## config.mk

```make
export PLATFORM = sky130hd
export DESIGN_NAME = pixfeed_front
export DESIGN_NICKNAME = d
export VERILOG_FILES = /design/src/rtl/pixfeed_pkg.sv /design/src/rtl/pixfeed_fifo.sv /design/src/rtl/pixfeed_seq.sv /design/src/rtl/pixfeed_regs.sv /design/src/rtl/pixfeed_front.sv
export SDC_FILE = /design/constraint.sdc
export NUM_CORES = 1
export LEC_CHECK = 0
export ABC_AREA = 1
export ABC_CLOCK_PERIOD_IN_PS = 7340
export CELL_PAD_IN_SITES_DETAIL_PLACEMENT = 0
export CELL_PAD_IN_SITES_GLOBAL_PLACEMENT = 1
export CORE_MARGIN = 2
export CORE_UTILIZATION = 53
export DETAILED_ROUTE_END_ITERATION = 10
export PLACE_DENSITY_LB_ADDON = 0.1
export SLEW_MARGIN = 5
export SYNTH_ARGS = -nofsm -noshare
export SYNTH_HDL_FRONTEND = slang
export SYNTH_SLANG_ARGS = --single-unit
```

## constraint.sdc

```tcl
create_clock -name clk -period 7.34 [get_ports clk]
set_input_delay 1.468 -clock clk [delete_from_list [all_inputs] [get_ports clk]]
set_output_delay 1.468 -clock clk [all_outputs]
set_load 0.01 [all_outputs]
```

## src/rtl/pixfeed_pkg.sv

```systemverilog
package pixfeed_pkg;
    localparam int unsigned ADDR_W = 6;

    localparam logic [ADDR_W-1:0] OFS_CTRL = 6'h00;
    localparam logic [ADDR_W-1:0] OFS_DATA = 6'h14;
    localparam logic [ADDR_W-1:0] OFS_TRIG = 6'h18;
    localparam logic [ADDR_W-1:0] OFS_IEN  = 6'h1C;
    localparam logic [ADDR_W-1:0] OFS_STAT = 6'h20;

    localparam int unsigned MODE_W = 3;
    localparam int unsigned LEN_W  = 13;

    typedef enum logic [1:0] {
        XS_IDLE = 2'd0,
        XS_RUN  = 2'd1,
        XS_DONE = 2'd2
    } xfer_state_t;
endpackage

```

## src/rtl/pixfeed_fifo.sv

```systemverilog
module pixfeed_fifo #(
    parameter int unsigned DEPTH = 32,
    parameter int unsigned WIDTH = 32,
    localparam int unsigned PTR_W = $clog2(DEPTH),
    localparam int unsigned CNT_W = $clog2(DEPTH + 1)
) (
    input  logic             clk,
    input  logic             rst_n,
    input  logic             push,
    input  logic [WIDTH-1:0] push_data,
    input  logic             pop,
    output logic [WIDTH-1:0] head,
    output logic [CNT_W-1:0] count,
    output logic             empty,
    output logic             ovf_evt
);
    logic [WIDTH-1:0] mem [DEPTH];
    logic [PTR_W-1:0] wptr_q, rptr_q;
    logic [CNT_W-1:0] cnt_q;
    logic             full;
    logic             do_push, do_pop;

    assign full    = (cnt_q == CNT_W'(DEPTH));
    assign empty   = (cnt_q == '0);
    assign do_push = push && !full;
    assign do_pop  = pop && !empty;
    assign ovf_evt = push && full;
    assign head    = mem[rptr_q];
    assign count   = cnt_q;

    function automatic logic [PTR_W-1:0] ptr_next(input logic [PTR_W-1:0] p);
        return (p == PTR_W'(DEPTH - 1)) ? '0 : p + 1'b1;
    endfunction

    always_ff @(posedge clk) begin
        if (do_push) mem[wptr_q] <= push_data;
    end

    always_ff @(posedge clk or negedge rst_n) begin
        if (!rst_n) begin
            wptr_q <= '0;
            rptr_q <= '0;
            cnt_q  <= '0;
        end else begin
            if (do_push) wptr_q <= ptr_next(wptr_q);
            if (do_pop)  rptr_q <= ptr_next(rptr_q);
            unique case ({do_push, do_pop})
                2'b10:   cnt_q <= cnt_q + 1'b1;
                2'b01:   cnt_q <= cnt_q - 1'b1;
                default: cnt_q <= cnt_q;
            endcase
        end
    end
endmodule

```

## src/rtl/pixfeed_seq.sv

```systemverilog
module pixfeed_seq
    import pixfeed_pkg::*;
(
    input  logic clk,
    input  logic rst_n,
    input  logic start,
    input  logic frame_done,
    output logic running,
    output logic finishing
);
    xfer_state_t state_q, state_d;

    always_comb begin
        state_d = state_q;
        unique case (state_q)
            XS_IDLE: if (start)      state_d = XS_RUN;
            XS_RUN:  if (frame_done) state_d = XS_DONE;
            XS_DONE:                 state_d = XS_IDLE;
            default:                 state_d = XS_IDLE;
        endcase
    end

    always_ff @(posedge clk or negedge rst_n) begin
        if (!rst_n) state_q <= XS_IDLE;
        else        state_q <= state_d;
    end

    always_comb begin
        running   = 1'b0;
        finishing = 1'b0;
        unique case (state_q)
            XS_IDLE: ;
            XS_RUN:  running   = 1'b1;
            XS_DONE: finishing = 1'b1;
            default: ;
        endcase
    end
endmodule

```

## src/rtl/pixfeed_regs.sv

```systemverilog
module pixfeed_regs
    import pixfeed_pkg::*;
#(
    parameter int unsigned DEPTH  = 32,
    localparam int unsigned TRIG_W = $clog2(DEPTH),
    localparam int unsigned CNT_W  = $clog2(DEPTH + 1)
) (
    input  logic              clk,
    input  logic              rst_n,
    input  logic              wr_en,
    input  logic [ADDR_W-1:0] wr_addr,
    input  logic [31:0]       wr_data,
    input  logic [ADDR_W-1:0] rd_addr,
    output logic [31:0]       rd_data,
    output logic              push,
    input  logic [CNT_W-1:0]  fill,
    input  logic              ovf_evt,
    input  logic              running,
    input  logic              finishing,
    output logic              cfg_en,
    output logic [MODE_W-1:0] cfg_mode,
    output logic [LEN_W-1:0]  cfg_len,
    output logic [2:0]        ien,
    output logic [2:0]        sts,
    output logic              low_water,
    output logic              irq
);
    logic [TRIG_W-1:0] trig_q;
    logic              en_q;
    logic [MODE_W-1:0] mode_q;
    logic [LEN_W-1:0]  len_q;
    logic              ie_glb_q, ie_req_q, ie_fin_q;
    logic              st_fin_q, st_req_q, st_ovf_q;
    logic              wr_ctrl, wr_trig, wr_ien, wr_stat;

    assign wr_ctrl = wr_en && (wr_addr == OFS_CTRL);
    assign wr_trig = wr_en && (wr_addr == OFS_TRIG);
    assign wr_ien  = wr_en && (wr_addr == OFS_IEN);
    assign wr_stat = wr_en && (wr_addr == OFS_STAT);
    assign push    = wr_en && (wr_addr == OFS_DATA);

    assign low_water = running && (fill <= CNT_W'(trig_q));

    always_ff @(posedge clk or negedge rst_n) begin
        if (!rst_n) begin
            en_q     <= 1'b0;
            mode_q   <= '0;
            len_q    <= '0;
            trig_q   <= TRIG_W'(DEPTH / 2);
            ie_glb_q <= 1'b0;
            ie_req_q <= 1'b0;
            ie_fin_q <= 1'b0;
        end else begin
            if (finishing)    en_q <= 1'b0;
            else if (wr_ctrl) en_q <= wr_data[0];
            if (wr_ctrl) begin
                mode_q <= wr_data[8:6];
                len_q  <= wr_data[28:16];
            end
            if (wr_trig) trig_q <= wr_data[TRIG_W-1:0];
            if (wr_ien) begin
                ie_glb_q <= wr_data[5];
                ie_req_q <= wr_data[1];
                ie_fin_q <= wr_data[0];
            end
        end
    end

    always_ff @(posedge clk or negedge rst_n) begin
        if (!rst_n) begin
            st_fin_q <= 1'b0;
            st_req_q <= 1'b0;
            st_ovf_q <= 1'b0;
        end else begin
            if (finishing)                st_fin_q <= 1'b1;
            else if (wr_stat && wr_data[0]) st_fin_q <= 1'b0;
            if (low_water)                st_req_q <= 1'b1;
            else if (wr_stat && wr_data[1]) st_req_q <= 1'b0;
            if (ovf_evt)                  st_ovf_q <= 1'b1;
            else if (wr_stat && wr_data[2]) st_ovf_q <= 1'b0;
        end
    end

    assign irq = ie_glb_q && ((st_req_q && ie_req_q) || (st_fin_q && ie_fin_q));

    always_comb begin
        rd_data = '0;
        unique case (rd_addr)
            OFS_CTRL: rd_data = {3'b000, len_q, 7'b0, mode_q, 5'b0, en_q};
            OFS_TRIG: rd_data = 32'(trig_q);
            OFS_IEN:  rd_data = {26'b0, ie_glb_q, 3'b000, ie_req_q, ie_fin_q};
            OFS_STAT: rd_data = {29'b0, st_ovf_q, st_req_q, st_fin_q};
            default:  rd_data = '0;
        endcase
    end

    assign cfg_en   = en_q;
    assign cfg_mode = mode_q;
    assign cfg_len  = len_q;
    assign ien      = {ie_glb_q, ie_req_q, ie_fin_q};
    assign sts      = {st_ovf_q, st_req_q, st_fin_q};
endmodule

```

## src/rtl/pixfeed_front.sv

```systemverilog
module pixfeed_front
    import pixfeed_pkg::*;
#(
    parameter int unsigned DEPTH = 32,
    localparam int unsigned CNT_W = $clog2(DEPTH + 1)
) (
    input  logic              clk,
    input  logic              rst_n,
    input  logic              wr_en,
    input  logic [5:0]        wr_addr,
    input  logic [31:0]       wr_data,
    input  logic [5:0]        rd_addr,
    output logic [31:0]       rd_data,
    output logic [31:0]       px_data,
    output logic              px_valid,
    input  logic              px_pop,
    input  logic              px_done,
    output logic              cfg_en,
    output logic [2:0]        cfg_mode,
    output logic [12:0]       cfg_len,
    output logic              dma_req,
    output logic              irq
);
    logic [CNT_W-1:0] fill_lvl;
    logic             fifo_empty, ovf_evt, push;
    logic             xfer_run, xfer_done;
    logic [2:0]       ie_bits, sts_bits;

    pixfeed_fifo #(.DEPTH(DEPTH), .WIDTH(32)) u_fifo (
        .clk       (clk),
        .rst_n     (rst_n),
        .push      (push),
        .push_data (wr_data),
        .pop       (px_pop),
        .head      (px_data),
        .count     (fill_lvl),
        .empty     (fifo_empty),
        .ovf_evt   (ovf_evt)
    );

    pixfeed_seq u_seq (
        .clk        (clk),
        .rst_n      (rst_n),
        .start      (cfg_en),
        .frame_done (px_done),
        .running    (xfer_run),
        .finishing  (xfer_done)
    );

    pixfeed_regs #(.DEPTH(DEPTH)) u_regs (
        .clk       (clk),
        .rst_n     (rst_n),
        .wr_en     (wr_en),
        .wr_addr   (wr_addr),
        .wr_data   (wr_data),
        .rd_addr   (rd_addr),
        .rd_data   (rd_data),
        .push      (push),
        .fill      (fill_lvl),
        .ovf_evt   (ovf_evt),
        .running   (xfer_run),
        .finishing (xfer_done),
        .cfg_en    (cfg_en),
        .cfg_mode  (cfg_mode),
        .cfg_len   (cfg_len),
        .ien       (ie_bits),
        .sts       (sts_bits),
        .low_water (dma_req),
        .irq       (irq)
    );

    assign px_valid = !fifo_empty;
endmodule

```

# Word-level counts from Yosys, hierarchy flattened
# Memories as Yosys holds them, arrays and structs flattened.
# Index checks and enable logic that the tools add are counted.
classes:
  n_addsub: 4
  n_lt_le_gt_ge: 1
  n_eq_ne: 16
  n_mux: 19
  n_reduce_logical: 28
ops:
  columns: ["operator", "count"]
  rows:
  - ["$pmux 29 s4", 1]
  - ["$eq 6x5->1 const B", 5]
  - ["$eq 6x6->1 const B", 3]
  - ["$logic_not 6->1", 3]
  - ["$logic_and 1x1->1", 15]
  - ["$mux 1", 12]
  - ["$pmux 6 s2", 1]
  - ["$add 5x1->5 const B", 2]
  - ["$eq 5x5->1 const B", 2]
  - ["$mux 5", 2]
  - ["$reduce_bool 2->1", 5]
  - ["$add 6x1->6 const B", 1]
  - ["$le 6x5->1", 1]
  - ["$sub 6x1->6 const B", 1]
  - ["$eq 2x1->1 const B", 2]
  - ["$eq 2x2->1 const B", 2]
  - ["$mux 2", 2]
  - ["$pmux 2 s2", 1]
  - ["$logic_not 1->1", 2]
  - ["$logic_not 2->1", 1]
  - ["$ne 2x1->1 const B", 1]
  - ["$ne 2x2->1 const B", 1]
  - ["$reduce_and 2->1", 1]
  - ["$logic_or 1x1->1", 1]
word_totals:
  regBits: 46
  ram_bits: 1024
  input_bits: 49
  out_inout_bits: 84
  wordCells: 83
  n_memories: 1
mem_list:
  columns: ["name", "depth", "width", "read_ports", "rd_ports_with_merged_regs", "write_ports", "line", "text"]
  rows:
  - ["u_fifo.mem", 32, 32, 1, 0, 1, "pixfeed_fifo.sv:17", "logic [WIDTH-1:0] mem [DEPTH];"]

# Longest topological paths before layout
logic_depth:
  word_depth: 5
  depth_mapped: 15
  depth_no_buf: 15

# By module
# From an unflattened synthesis, not the netlist that was laid out.
hier_totals:
  cells_unflattened: 4336
  area_unflattened_um2: 46153.0
by_module_without_submodules:
  columns: ["module", "n_inst", "cells_per_inst", "area_per_inst_um2"]
  rows:
  - ["pixfeed_fifo", 1, 4097, 44327.5]
  - ["pixfeed_regs", 1, 226, 1734.2]
  - ["pixfeed_seq", 1, 12, 87.6]
  - ["pixfeed_front", 1, 1, 3.8]

# Worst setup path before layout
# No wires, ideal clock.
synth_timing:
  kind: "input-to-reg"
  startpoint: "in wr_addr[1]"
  endpoint: "mem u_fifo.mem[23][0] (enable)"
  setup_time_ps: 461
  t_arrival_ps: 4344
  path_slack_ps: 2535
  path_stages: 5
  path_buffers: 0
  path_cell_list: "nor2_1 nand2_1 nor3_4 nand4_1 nor3_1"
synth_via:
  elab_chain_cells: 5
synth_rtl:
  columns: ["element", "line", "text"]
  rows:
  - ["from (decl)", "pixfeed_front.sv:10", "input logic [5:0] wr_addr,"]
  - ["$eq 6x5->1", "pixfeed_regs.sv:40", "assign push = wr_en && (wr_addr == OFS_DATA);"]
  - ["$logic_and 1x1->1", "pixfeed_regs.sv:40", null]
  - ["$logic_and 1x1->1", "pixfeed_fifo.sv:25", "assign do_push = push && !full;"]
  - ["$mux 1", "pixfeed_fifo.sv:36", "if (do_push) mem[wptr_q] <= push_data;"]
  - ["$mux 1 (implied by the code)", "pixfeed_fifo.sv:36", null]
  - ["to (decl)", "pixfeed_fifo.sv:17", null]
# Every way passes these cells.

# Final worst setup path
layout_timing:
  startpoint: "reg u_fifo.rptr_q[1]"
  endpoint: "out px_data[7]"
layout_via:
  elab_chain_cells: 1
layout_rtl:
  columns: ["element", "line", "text"]
  rows:
  - ["from (decl)", "pixfeed_fifo.sv:18", "logic [PTR_W-1:0] wptr_q, rptr_q;"]
  - ["from (signal assigned)", "pixfeed_fifo.sv:46", "if (do_pop) rptr_q <= ptr_next(rptr_q);"]
  - ["$mem_v2 32x32", null, null]
  - ["to (decl)", "pixfeed_front.sv:14", "output logic [31:0] px_data,"]
# Every way passes these cells.

==> reports/qor.txt <==
Site Rows: 109
Drt via density: 5.31
CP delay by family, top: buffers and inverters
Share of cells above drive strength 1: 8.00%
Wire length per cell: 22.3 µm
Ys Warns: 0
Initial antenna violation count: 7
Worst Path Required: 5.87 ns
Yosys cell types: 31
Final hold violations: 0
TritonCTS clock tree: done
Clock transition at path regs: 0.06 ns
Final Cycle Share: 78.6%
Status: finished clean
Min-Delay Path Depth: 1
Post-CTS Hold Buffers: 0
R2R depth: 5
Area Growth Syn to Fin: 12.0%
Root Buffer: clkbuf_16
CP arrival: 4.30 ns
Worst path depth: 9
First-pass GRT wire length: 201000 µm
Crit path buf inv count: 3
Rel. slew slack: 16.9%
Initial Util: 53.7%
Leakage: 23.1 nW
Number of max-cap violations: 0
Die Wd: 304 µm
Global route overflow: 0
TNS Setup: 0 ns
Vias in the first global route: 30.7k
Worst Setup Path Type: flip-flop to output pin
GR met2 Demand/Resource: 47.3%
H-tree depth: 3
Hold WS: 0.482 ns
DR DRC count: 0
Pwr Density: 348 nW/µm²
Clock Tree Buf Depth: 3
CP Launch Type: flip-flop
Placed wire-length estimate: 72300 µm
Final setup fails: 0
CP endpoint kind: output pin
Synthesized cell area: 47700 µm²
Via count: 32.4k
Crit-path max FO: 124
Seq/Total Area, Yosys: 66.9%
Cell Area, Placed: 49900 µm²
Die Y: 304 µm
Synth Area per Inst: 10.1 µm²
Largest net degree at the start of global routing: 189
Min Tclk post-route: 5.77 ns
Yosys reg bits: 1070
Clock sink count: 1070
Crit path cell chain: inv_8 > buf_4 > nand3_1 > nand2_1 > nand2_1 > nand3_1 > nand3_1 > nand2_1 > clkdlybuf4s50_1
GP Congestion: 0.794
Crit Reg-Reg Startpoint: u_fifo.count[0]
Most Used Layer, Global Route: met2
PostCTS Resize Cnt: 0
Unrepaired setup endpoints after global routing: false
Num ports: 133
Worst ir drop on vdd: 0.326 mV
# port buffers: 122
Worst skew pair latency: 0.69 ns
Die ar.: 92300 µm²
# Post-CTS Setup Buffers: 0
Met1 Usage GRT: 42.2%
Slowest cell on the critical path: inv_8
Worst slew pin tran: 1.24 ns
Met3 Usage GRT: 3.99%
Routed Antenna Nets: 0
CTS Buf Count: 110
Slew Limit Fails: 0
Hold_sp: u_seq.state_q[1]
Worst hold path class: flip-flop to flip-flop
Final Cell Area: 53400 µm²
Worst path max stage delay: 0.83 ns
Drt pass-1 iters: 5
Core Area: 88800 µm²
Final WL: 136000 µm
Post-Syn Instances: 4740
Total Routing Usage GR: 29.5%
Starting DRC count in detailed routing: 3586
Final Skew: 0.0203 ns
Nets: 4896
Maximum clock frequency: 173 MHz
Setup crit start: u_fifo.rptr_q[1]
## per-stage QoR
stage | utilization (%) | instances | setup slack, ns | power, mW
2_1_floorplan | - | 4749 | 2.53 | 11.1
3_5_place_dp | 56.2 | 5882 | 2.30 | 13.2
6_report | 60.1 | 6089 | 1.57 | 18.6
3_3_place_gp | 56.2 | 5882 | 2.33 | 13.2
4_1_cts | 60.2 | 6088 | 1.61 | 18.7
5_1_grt | 60.1 | 6088 | 1.46 | 19.5
## cells in the mapped netlist
| cell | instances | area, µm² |
|---|---|---|
| or2_2 | 97 | 607 |
| nor3b_1 | 2 | 15.0 |
| nand3_1 | 635 | 3180 |
| a21oi_1 | 9 | 45.0 |
| dfstp_2 | 1 | 26.3 |
| buf_2 | 136 | 681 |
| nand2_1 | 1640 | 6160 |
| xnor2_1 | 2 | 17.5 |
| clkbuf_1 | 28 | 105 |
| inv_2 | 2 | 7.51 |
| nor3_1 | 10 | 50.1 |
| clkbuf_8 | 7 | 96.3 |
| xor2_1 | 4 | 35.0 |
| buf_12 | 1 | 20.0 |
| nor2_1 | 104 | 390 |
| o21ai_1 | 32 | 160 |
| buf_1 | 6 | 22.5 |
| edfxtp_1 | 1024 | 30700 |
| nand4_1 | 7 | 43.8 |
| buf_6 | 28 | 315 |
| nor3_4 | 1 | 16.3 |
| buf_4 | 30 | 225 |
| o21ai_0 | 37 | 185 |
| dfrtp_1 | 45 | 1130 |
| a31oi_1 | 1 | 6.26 |
| inv_1 | 825 | 3100 |
| conb_1 | 1 | 3.75 |
| clkbuf_2 | 4 | 20.0 |
| fa_1 | 1 | 20.0 |
| ha_1 | 17 | 213 |
| o211ai_1 | 3 | 22.5 |
## path summary, 6_finish.rpt
kind	endpoint	slack, ns
max in group asynchronous	u_fifo.rptr_q[1]	5.93
worst min-delay path	u_seq.state_q[1]	0.48
worst max-delay path	px_data[7]	1.57
worst max register to register	u_fifo.mem[24][10]	3.95
min in group asynchronous	u_regs.cfg_len[8]	0.89
worst min register to register	u_seq.state_q[1]	0.48
## flip-flops by register name, indices dropped and copies added (netlist names), 2 cells and up
signal / cells
u_fifo.rptr_q: 5
u_regs.cfg_mode: 3
u_fifo.mem: 1024
u_regs.trig_q: 5
u_fifo.wptr_q: 5
u_regs.cfg_len: 13
u_fifo.count: 6
u_seq.state_q: 2
## kinds of logic (layout without fill, tap and decap cells)
| kind of cell | Yosys count | after routing | share of synthesized area, % |
|---|---|---|---|
| AND/OR/NAND/NOR | 2496 | 2496 | 21.9 |
| flip-flops | 1070 | 1070 | 66.9 |
| buffers and inverters | 1067 | 1241 | 9.63 |
| AO/OA/AOI/OAI | 82 | 82 | 0.880 |
| adder cells (fa/ha/maj) | 18 | 18 | 0.488 |
| XOR/XNOR | 6 | 6 | 0.110 |
| other | 1 | 11 | 0.00787 |
## cells in the final DEF, fill, tap and decap left out, types with 2 or more instances in the layout
master / n
or2_2: 97
nor2_1: 75
nor3b_1: 2
edfxtp_1: 1024
dfrtp_1: 40
clkbuf_16: 114
clkdlybuf4s50_1: 112
conb_1: 10
bufinv_16: 8
inv_1: 822
buf_4: 76
nand4_1: 7
nand2_1: 1640
ha_1: 17
o21ai_1: 32
inv_6: 3
a21oi_1: 9
dfrtp_4: 4
xor2_1: 4
nand3_1: 635
buf_12: 10
clkinv_2: 27
clkinv_1: 21
clkbuf_1: 29
o211ai_1: 3
nor3_2: 4
inv_8: 2
nor3_1: 6
buf_2: 10
o21ai_0: 37
xnor2_1: 2
nor2_4: 28
clkbuf_8: 3
## per-layer routing
| layer | wire length (µm) | vias up |
|---|---|---|
| met3 | 10500 | 233 |
| met4 | 3550 | 0 |
| met2 | 63100 | 1324 |
| met1 | 59000 | 15500 |
| li1 | - | 15300 |
| met5 | 0 | - |
## worst reg2reg max path, stage by stage, from the launching register on
cell and delay, ns:
dfrtp_1 0.44, nor2_1 0.08, nand4_1 0.36, nand3_1 0.66, nor2_4 1.12, buf_4 0.40
## cell type report
type	count	area, µm²
clock inverters	60	510
multi-input cells	2612	11400
inverters	827	3130
clock buffers	146	3000
repair buffers	208	1940
fillers	7484	35400
diodes	1	2.50
well taps	1165	1460
flip-flops and latches	1070	31900
## power breakdown
part	total (mW)	internal [mW]	switching, mW
clock network	5.49	3.15	2.34
logic	6.08	1.94	4.14
registers	7.02	6.76	0.264
total	18.6	11.9	6.75
Power figures use the tool's default switching activity.
